File: config.mk
export PLATFORM = sky130hd
export DESIGN_NAME = dafir_filter
export DESIGN_NICKNAME = d
export VERILOG_FILES = /design/src/rtl/dafir_pkg.sv /design/src/rtl/dafir_history.sv /design/src/rtl/dafir_plane_rom.sv /design/src/rtl/dafir_combine.sv /design/src/rtl/dafir_filter.sv
export SDC_FILE = /design/constraint.sdc
export NUM_CORES = 1
export LEC_CHECK = 0
export ABC_AREA = 1
export BUFFER_PORTS_ARGS = -buffer_cell sky130_fd_sc_hd__buf_2
export CELL_PAD_IN_SITES_DETAIL_PLACEMENT = 0
export CELL_PAD_IN_SITES_GLOBAL_PLACEMENT = 1
export CORE_UTILIZATION = 42
export DETAILED_ROUTE_END_ITERATION = 10
export PLACE_DENSITY_LB_ADDON = 0.15
export SKIP_LAST_GASP = 1
export SYNTH_ARGS = -nofsm -noshare
export SYNTH_HDL_FRONTEND = slang
export SYNTH_HIERARCHICAL = 1
export SYNTH_SLANG_ARGS = --single-unit
File: constraint.sdc
create_clock -name clk -period 3.6 [get_ports clk]
set_input_delay 0.36 -clock clk [delete_from_list [all_inputs] [get_ports clk]]
set_output_delay 0.36 -clock clk [all_outputs]
set_load 0.02 [all_outputs]
File: src/rtl/dafir_pkg.sv
package dafir_pkg;

    localparam int DEF_TAPS     = 8;
    localparam int DEF_SAMPLE_W = 4;
    localparam int DEF_COEF_W   = 4;

    // width of one bit-plane partial sum: a coefficient plus tap-count growth
    function automatic int plane_sum_width(input int taps, input int coef_w);
        return coef_w + $clog2(taps);
    endfunction

    // result width: sample bits + coefficient bits + tap growth + one guard bit
    function automatic int result_width(input int taps, input int sample_w, input int coef_w);
        return sample_w + coef_w + $clog2(taps) + 1;
    endfunction

endpackage

File: src/rtl/dafir_history.sv
module dafir_history #(
    parameter int TAPS     = 8,
    parameter int SAMPLE_W = 4
) (
    input  logic                       clk,
    input  logic                       rst_n,
    input  logic                       shift_en,
    input  logic [SAMPLE_W-1:0]        din,
    output logic [TAPS*SAMPLE_W-1:0]   window
);

    localparam int STORED = TAPS - 1;

    logic [SAMPLE_W-1:0] stage_q [STORED];

    // tap 0 is the live sample
    assign window[SAMPLE_W-1:0] = din;

    generate
        for (genvar k = 0; k < STORED; k++) begin : g_stage
            always_ff @(posedge clk or negedge rst_n) begin
                if (!rst_n) begin
                    stage_q[k] <= '0;
                end else if (shift_en) begin
                    if (k == 0) stage_q[k] <= din;
                    else        stage_q[k] <= stage_q[k-1];
                end
            end
            assign window[(k+1)*SAMPLE_W +: SAMPLE_W] = stage_q[k];
        end
    endgenerate

    // a history stage changes only on an accepted sample
    assert_hold_idle_R4: assert property (@(posedge clk) disable iff (!rst_n)
        !shift_en |=> $stable(window[TAPS*SAMPLE_W-1:SAMPLE_W]));

    // the newest stored sample is the one accepted on the previous edge
    assert_newest_stage_R2: assert property (@(posedge clk) disable iff (!rst_n)
        shift_en |=> (window[2*SAMPLE_W-1:SAMPLE_W] == $past(din)));

endmodule

File: src/rtl/dafir_plane_rom.sv
module dafir_plane_rom #(
    parameter int                          TAPS   = 8,
    parameter int                          COEF_W = 4,
    parameter logic [TAPS*COEF_W-1:0]      COEFS  = '0,
    localparam int                         PW     = COEF_W + $clog2(TAPS)
) (
    input  logic [TAPS-1:0] addr,
    output logic [PW-1:0]   sum
);

    localparam int DEPTH = 1 << TAPS;

    function automatic logic [DEPTH*PW-1:0] build_rom();
        logic [DEPTH*PW-1:0] rom;
        rom = '0;
        for (int a = 0; a < DEPTH; a++) begin
            logic [PW-1:0] acc;
            acc = '0;
            for (int i = 0; i < TAPS; i++) begin
                if (((a >> i) & 1) == 1)
                    acc = acc + PW'(COEFS[i*COEF_W +: COEF_W]);
            end
            rom[a*PW +: PW] = acc;
        end
        return rom;
    endfunction

    localparam logic [DEPTH*PW-1:0] ROM = build_rom();

    function automatic int coef_total();
        int t;
        t = 0;
        for (int i = 0; i < TAPS; i++) t += int'(COEFS[i*COEF_W +: COEF_W]);
        return t;
    endfunction

    localparam int MAX_SUM = coef_total();

    assign sum = ROM[int'(addr)*PW +: PW];

    // an empty address selects no coefficient, and no entry exceeds the full sum
    always_comb begin
        if (addr == '0) assert_zero_entry_R2: assert (sum == '0);
        assert_entry_bound_R7: assert (int'(sum) <= MAX_SUM);
    end

endmodule

File: src/rtl/dafir_combine.sv
module dafir_combine #(
    parameter int PLANES = 4,
    parameter int PW     = 7,
    parameter int OUT_W  = 12
) (
    input  logic                  clk,
    input  logic                  rst_n,
    input  logic                  in_valid,
    input  logic [PLANES*PW-1:0]  partials,
    output logic                  out_valid,
    output logic [OUT_W-1:0]      out_data
);

    // stage ACCEPT: registered bit-plane partial sums
    logic                 accept_v;
    logic [PLANES*PW-1:0] accept_q;
    logic [OUT_W-1:0]     weighted;

    always_ff @(posedge clk or negedge rst_n) begin
        if (!rst_n) begin
            accept_v <= 1'b0;
            accept_q <= '0;
        end else begin
            accept_v <= in_valid;
            if (in_valid) accept_q <= partials;
        end
    end

    always_comb begin
        weighted = '0;
        for (int b = 0; b < PLANES; b++)
            weighted = weighted + (OUT_W'(accept_q[b*PW +: PW]) << b);
    end

    // stage EMIT: registered result
    always_ff @(posedge clk or negedge rst_n) begin
        if (!rst_n) begin
            out_valid <= 1'b0;
            out_data  <= '0;
        end else begin
            out_valid <= accept_v;
            if (accept_v) out_data <= weighted;
        end
    end

    // the result word only moves together with its strobe
    assert_hold_result_R8: assert property (@(posedge clk) disable iff (!rst_n)
        !out_valid |-> $stable(out_data));

endmodule

File: src/rtl/dafir_filter.sv
module dafir_filter
    import dafir_pkg::*;
#(
    parameter int                          TAPS     = DEF_TAPS,
    parameter int                          SAMPLE_W = DEF_SAMPLE_W,
    parameter int                          COEF_W   = DEF_COEF_W,
    parameter logic [TAPS*COEF_W-1:0]      COEFS    = 32'h6295_1413,
    localparam int                         OUT_W    = result_width(TAPS, SAMPLE_W, COEF_W)
) (
    input  logic                 clk,
    input  logic                 rst_n,
    input  logic                 in_valid,
    input  logic [SAMPLE_W-1:0]  in_sample,
    output logic                 out_valid,
    output logic [OUT_W-1:0]     out_data
);

    localparam int PW      = plane_sum_width(TAPS, COEF_W);
    localparam int PLANES  = SAMPLE_W;
    localparam int MAX_OUT = TAPS * ((1 << SAMPLE_W) - 1) * ((1 << COEF_W) - 1);

    logic [TAPS*SAMPLE_W-1:0] window;
    logic [PLANES*PW-1:0]     partials;

    dafir_history #(.TAPS(TAPS), .SAMPLE_W(SAMPLE_W)) i_history (
        .clk      (clk),
        .rst_n    (rst_n),
        .shift_en (in_valid),
        .din      (in_sample),
        .window   (window)
    );

    generate
        for (genvar b = 0; b < PLANES; b++) begin : g_plane
            logic [TAPS-1:0] addr;
            for (genvar i = 0; i < TAPS; i++) begin : g_bit
                assign addr[i] = window[i*SAMPLE_W + b];
            end
            dafir_plane_rom #(.TAPS(TAPS), .COEF_W(COEF_W), .COEFS(COEFS)) i_rom (
                .addr (addr),
                .sum  (partials[b*PW +: PW])
            );
        end
    endgenerate

    dafir_combine #(.PLANES(PLANES), .PW(PW), .OUT_W(OUT_W)) i_combine (
        .clk       (clk),
        .rst_n     (rst_n),
        .in_valid  (in_valid),
        .partials  (partials),
        .out_valid (out_valid),
        .out_data  (out_data)
    );

    // every accepted sample yields a strobe two edges later
    assert_latency_R3: assert property (@(posedge clk) disable iff (!rst_n)
        in_valid |=> ##1 out_valid);

    // no strobe appears without a sample two edges earlier
    assert_no_spurious_R3: assert property (@(posedge clk) disable iff (!rst_n)
        !in_valid |=> ##1 !out_valid);

    // the result stays inside the full-scale bound
    assert_no_overflow_R7: assert property (@(posedge clk) disable iff (!rst_n)
        int'(out_data) <= MAX_OUT);

endmodule

# [Word level (Yosys, flattened, before mapping)]
# Index checks and enable logic that the tools add are counted.
[op_classes] n_addsub=3 multipliers=4 n_shift=4
[ops] op="1792-bit by 32-bit variable part select with 7-bit output (first input constant)" count=4
[ops] op="8-bit by 3-bit multiplier with 11-bit output (second input constant)" count=4
[ops] op="12-bit by 10-bit adder with 12-bit output" count=1
[ops] op="12-bit by 9-bit adder with 12-bit output" count=1
[ops] op="7-bit by 8-bit adder with 9-bit output" count=1
[totals] ff_bits=70 inputBits=7 out_inout_bits=13 wordCells=22

# [Longest topological paths before layout]
[logic_depth] ltp_word=3 depth_mapped=17 depth_no_buf=17

# [By module]
# The synthesis kept the hierarchy.
[by_module_without_submodules] module="dafir_plane_rom (g_plane[1].i_rom ...)" n_inst=3 cells_per_inst=188 area_each_um2=927.1 seq_area_each_um2=0.0
[by_module_without_submodules] module="dafir_combine" n_inst=1 cells_per_inst=216 area_each_um2=2232.1 seq_area_each_um2=1026.0
[by_module_without_submodules] module="dafir_history" n_inst=1 cells_per_inst=122 area_each_um2=1118.6 seq_area_each_um2=700.7
[by_module_without_submodules] module="dafir_plane_rom (g_plane[0].i_rom)" n_inst=1 cells_per_inst=188 area_each_um2=889.6 seq_area_each_um2=0.0

# [Worst setup path before layout]
# OpenSTA, ideal clock, no wires.
[synth_path] path_kind="reg2reg" start="register i_combine.accept_q[2]" end="register i_combine.out_data[9]" setup_ps=117 t_arrival_ps=2577 path_slack_ps=906 path_stages_with_launch=18 path_buffers=0 synth_period_minus_slack_ps=2694 cell_sequence="dfrtp_1 -> inv_1 -> fa_1 -> inv_1 -> ha_1 -> fa_1 -> nand3_1 -> nand2_1 -> xnor2_1 -> inv_1 -> ha_1 -> inv_1 -> nand2_1 -> nand3_1 -> nand2_1 -> nand2_1 -> nand3_1 -> nand2_1"
[synth_between] elab_chain_len=3
[synth_lines] item="from (decl)" line="dafir_combine.sv:16" text="logic [PLANES*PW-1:0] accept_q;"
[synth_lines] item="from (signal assigned)" line="dafir_combine.sv:25" text="if (in_valid) accept_q <= partials;"
[synth_lines] item="7-bit by 8-bit adder with 9-bit output" line="dafir_combine.sv:32" text="weighted = weighted + (OUT_W'(accept_q[b*PW +: PW]) << b);"
[synth_lines] item="12-bit by 9-bit adder with 12-bit output" line="dafir_combine.sv:32"
[synth_lines] item="12-bit by 10-bit adder with 12-bit output" line="dafir_combine.sv:32"
[synth_lines] item="to (signal assigned)" line="dafir_combine.sv:42" text="if (accept_v) out_data <= weighted;"
[synth_lines] item="to (decl)" line="dafir_combine.sv:11" text="output logic [OUT_W-1:0] out_data"
# No other way between the ends.
# A chain may end at the register's enable or synchronous reset.

# [Worst setup path after layout]
# Same ends and word-level chain as after synthesis.

==> impl_metrics.env <==
export IMPL_detail_route_wl_per_cell_um=13.2
export IMPL_p_leak_nw=4.05
export IMPL_critPathLaunchType="flop"
export IMPL_comb_power_share=0.561
export IMPL_reg2reg_from="i_combine/accept_q[2]$_DFFE_PN0P_"
export IMPL_stdcell_count=1302
export IMPL_synth_seq_cells=69
export IMPL_outcome="finished clean"
export IMPL_first_pass_iters=5
export IMPL_setup_violations=0
export IMPL_drt_wl_total_um=17100
export IMPL_clkTransAtPathRegs_ns=0.06
export IMPL_critical_path_most_common_cell="nand2_1"
export IMPL_synth_async_reset_ratio=1.00
export IMPL_max_clock_path_buffers=2
export IMPL_endpoint_kind="flop"
export IMPL_cp_buffers_inverters=4
export IMPL_ir_worst_vdd_mv=0.393
export IMPL_syn_cell_area_um2=7020
export IMPL_maxCapViolCount=0
export IMPL_finalSetupTns_ns=0
export IMPL_crit_start="i_combine/accept_q[2]$_DFFE_PN0P_"
export IMPL_synth_most_common_cell="nand2_1"
export IMPL_final_layout_size_suffix_gt1_frac=0.0958
export IMPL_netlist_area_leader_share=0.246
export IMPL_max_slew_margin_rel=0.387
export IMPL_cts_hold_buf=0
export IMPL_fin_util=0.454
export IMPL_ant_nets=0
export IMPL_die_area_um2=17200
export IMPL_layout_nets=1143
export IMPL_synth_area_leaders="dfrtp_1, nand2_1, nand3_1, ha_1, inv_1"
export IMPL_seqCellArea_um2=1730
export IMPL_fin_crit_sh=0.800
export IMPL_placed_cells_incl_taps=1286
export IMPL_multi_input_area_um2=4530
export IMPL_cts_tree="built"
export IMPL_min_period_ns=2.88
export IMPL_worstPathCellList="inv_1 > fa_1 > inv_1 > ha_1 > fa_1 > nand3_1 > nand2_1 > xnor2_1 > inv_1 > ha_1 > inv_1 > nand2_1 > nand3_1 > nand2_1 > nand2_1 > nand3_1 > nand2_1"
export IMPL_diodes=0
export IMPL_nFillCells=1691
export IMPL_coreArea_um2=16100
export IMPL_netlist_top_cells_count="nand2_1, nand3_1, inv_1"
export IMPL_vias=6537
export IMPL_cpPeakStageDelay_ns=0.53
export IMPL_clock_root_buffer="clkbuf_16"
export IMPL_max_freq_mhz=347
export IMPL_maxSlewViolCount=0
export IMPL_path_class="reg -> reg"
export IMPL_post_cts_buffers=0
export IMPL_sequentialPowerShare=0.258
export IMPL_area_delta_synth_final_pct=4.19
export IMPL_grt_ovfl_total=0
export IMPL_gp_congestion=0.855
export IMPL_port_buffers=18
export IMPL_seq_area_frac_synth=0.246
export IMPL_finalPower_w=0.00468
export IMPL_die_w_um=131
export IMPL_cp_top_family="adder cells"
export IMPL_die_h_um=131
export IMPL_drt_initial_drc_count=509
export IMPL_rows=46
export IMPL_pin_count=20
export IMPL_dp_final_hpwl_um=12900
export IMPL_clock_sinks=69
export IMPL_grt_usage=0.207
export IMPL_switchingPower_w=0.00219
export IMPL_grt_pass1_vias=5880
export IMPL_synthCells=1090
export IMPL_powerDensity_nw_per_um2=640
export IMPL_final_hold_violation_count=0
export IMPL_grt_start_max_net_pins=70
export IMPL_avgSynthCellArea_um2=6.44
export IMPL_drc_errors=0
export IMPL_yosysWarnings=6
export IMPL_synth_top_cell_by_area="dfrtp_1"
export IMPL_cpMaxStageDelayCell="fa_1"
export IMPL_rsz0062_at_grt="no"
export IMPL_clock_skew_ns=0.00676
export IMPL_antenna_found_initial=0
export IMPL_vias_per_cell=5.02
export IMPL_post_cts_resized=0
export IMPL_min_path_type="in -> async"
export IMPL_tightest_slew_ns=0.919
export IMPL_grt_first_pass_wirelength_um=29200
export IMPL_synth_edf_count=0
export IMPL_required_ns=3.83
export IMPL_power_share_clock=0.180
export IMPL_cts_htree_levels=3
export IMPL_worstPathArrival_ns=3.11
export IMPL_clock_latency_ns=0.34
export IMPL_p_int_w=0.00249
export IMPL_cp_max_fo=3
export IMPL_switching_share=0.468
export IMPL_ys_flop_type="dfrtp_1"
export IMPL_yosysUniqueCellTypes=37
export IMPL_initial_utilization=0.436
export IMPL_numCtsBuffers=9
power by group through the flow:
stage          Clock (W)  Combinational (W)  Sequential (W)
3_5_place_dp           0            0.00264         0.00123
6_report        0.000844            0.00263         0.00121
2_1_floorplan          0            0.00210         0.00120
4_1_cts         0.000871            0.00265         0.00121
5_1_grt         0.000901            0.00305         0.00125
3_3_place_gp           0            0.00264         0.00122
per-layer routing:
| layer | part of all wire | global-route usage | routed length [um] |
|---|---|---|---|
| met1 | 0.50 | 0.297 | 8620 |
| met2 | 0.45 | 0.321 | 7650 |
| met3 | 0.035 | 0.0297 | 595 |
| met4 | 0.016 | 0.0620 | 278 |
| met5 | 0 | 0 | 0 |
state kept, by name, indices dropped and copies added (netlist names):
register	count
i_combine/accept_q	28
i_combine/accept_v	1
i_combine/out_data	11
i_combine/out_valid	1
i_history/window	28
final cells by class:
| class | instances | share of cell area |
|---|---|---|
| repair buffers | 20 | 0.0147 |
| inverters | 106 | 0.0544 |
| clock inverters | 6 | 0.00633 |
| flip-flops and latches | 69 | 0.236 |
| well taps | 216 | 0.0369 |
| multi-input cells | 875 | 0.619 |
| clock buffers | 10 | 0.0327 |
layout by cell type, fill, tap and decap left out, types with 2 or more instances in the layout:
master      Yosys  routed
o22ai_1        10      10
ha_1           48      48
o21ai_0        28      28
nor2_1         75      75
a21oi_1        27      27
o2111ai_2       3       3
clkinv_4        0       2
a21boi_0        4       4
xor2_1          5       5
nand4_1         4       4
or2_1           4       4
nand3_1       132     132
nor2_2          4       4
buf_2           7      17
dfrtp_1        69      69
inv_2          17      17
nand2_2        14      14
nand2_1       437     437
clkbuf_16       0       9
mux2_1          3       3
mux2_2         21      21
fa_1            7       7
nor2_4          3       3
conb_1          5       9
o21ai_2         3       3
o211ai_1        4       4
o21ai_1        18      18
inv_1          89      89
clkinvlp_4      0       2
buf_4          18       3
xnor2_1         6       6
final timing paths:
| check | end | slack [ns] | cells after the start |
|---|---|---|---|
| max | i_combine/out_data[9]$_DFFE_PN0P_ | 0.72 | 17 |
| min | i_combine/out_data[0]$_DFFE_PN0P_ | 0.13 | 1 |
| max reg2reg | i_combine/out_data[9]$_DFFE_PN0P_ | 0.72 | 17 |
| min reg2reg | i_combine/out_data[3]$_DFFE_PN0P_ | 0.46 | 2 |
| max in group asynchronous | i_history/window[13]$_DFFE_PN0P_ | 2.85 | 1 |
| min in group clk | i_history/window[6]$_DFFE_PN0P_ | 0.35 | 3 |
through the flow:
step                area, um^2  hold WS (ns)  setup slack [ns]
floorplan                 7040        0.0644             0.906
global placement          7030         0.451             0.754
detailed placement        7030         0.455             0.677
CTS                       7320         0.179             0.678
global route              7320         0.234             0.446
finish                    7320         0.125             0.720
cells by family (layout without fill, tap and decap cells):
group / Yosys count / count (layout) / share of synthesized area
xor+xnor: 11 / 11 / 0.0137
fa+ha+maj: 55 / 55 / 0.105
other cells: 5 / 9 / 0.00267
mux: 24 / 24 / 0.0385
buf+inv: 150 / 142 / 0.111
simple gates: 675 / 675 / 0.398
compound gates: 101 / 101 / 0.0839
flops: 69 / 69 / 0.246
No activity file was read; power rests on OpenSTA's default activity.
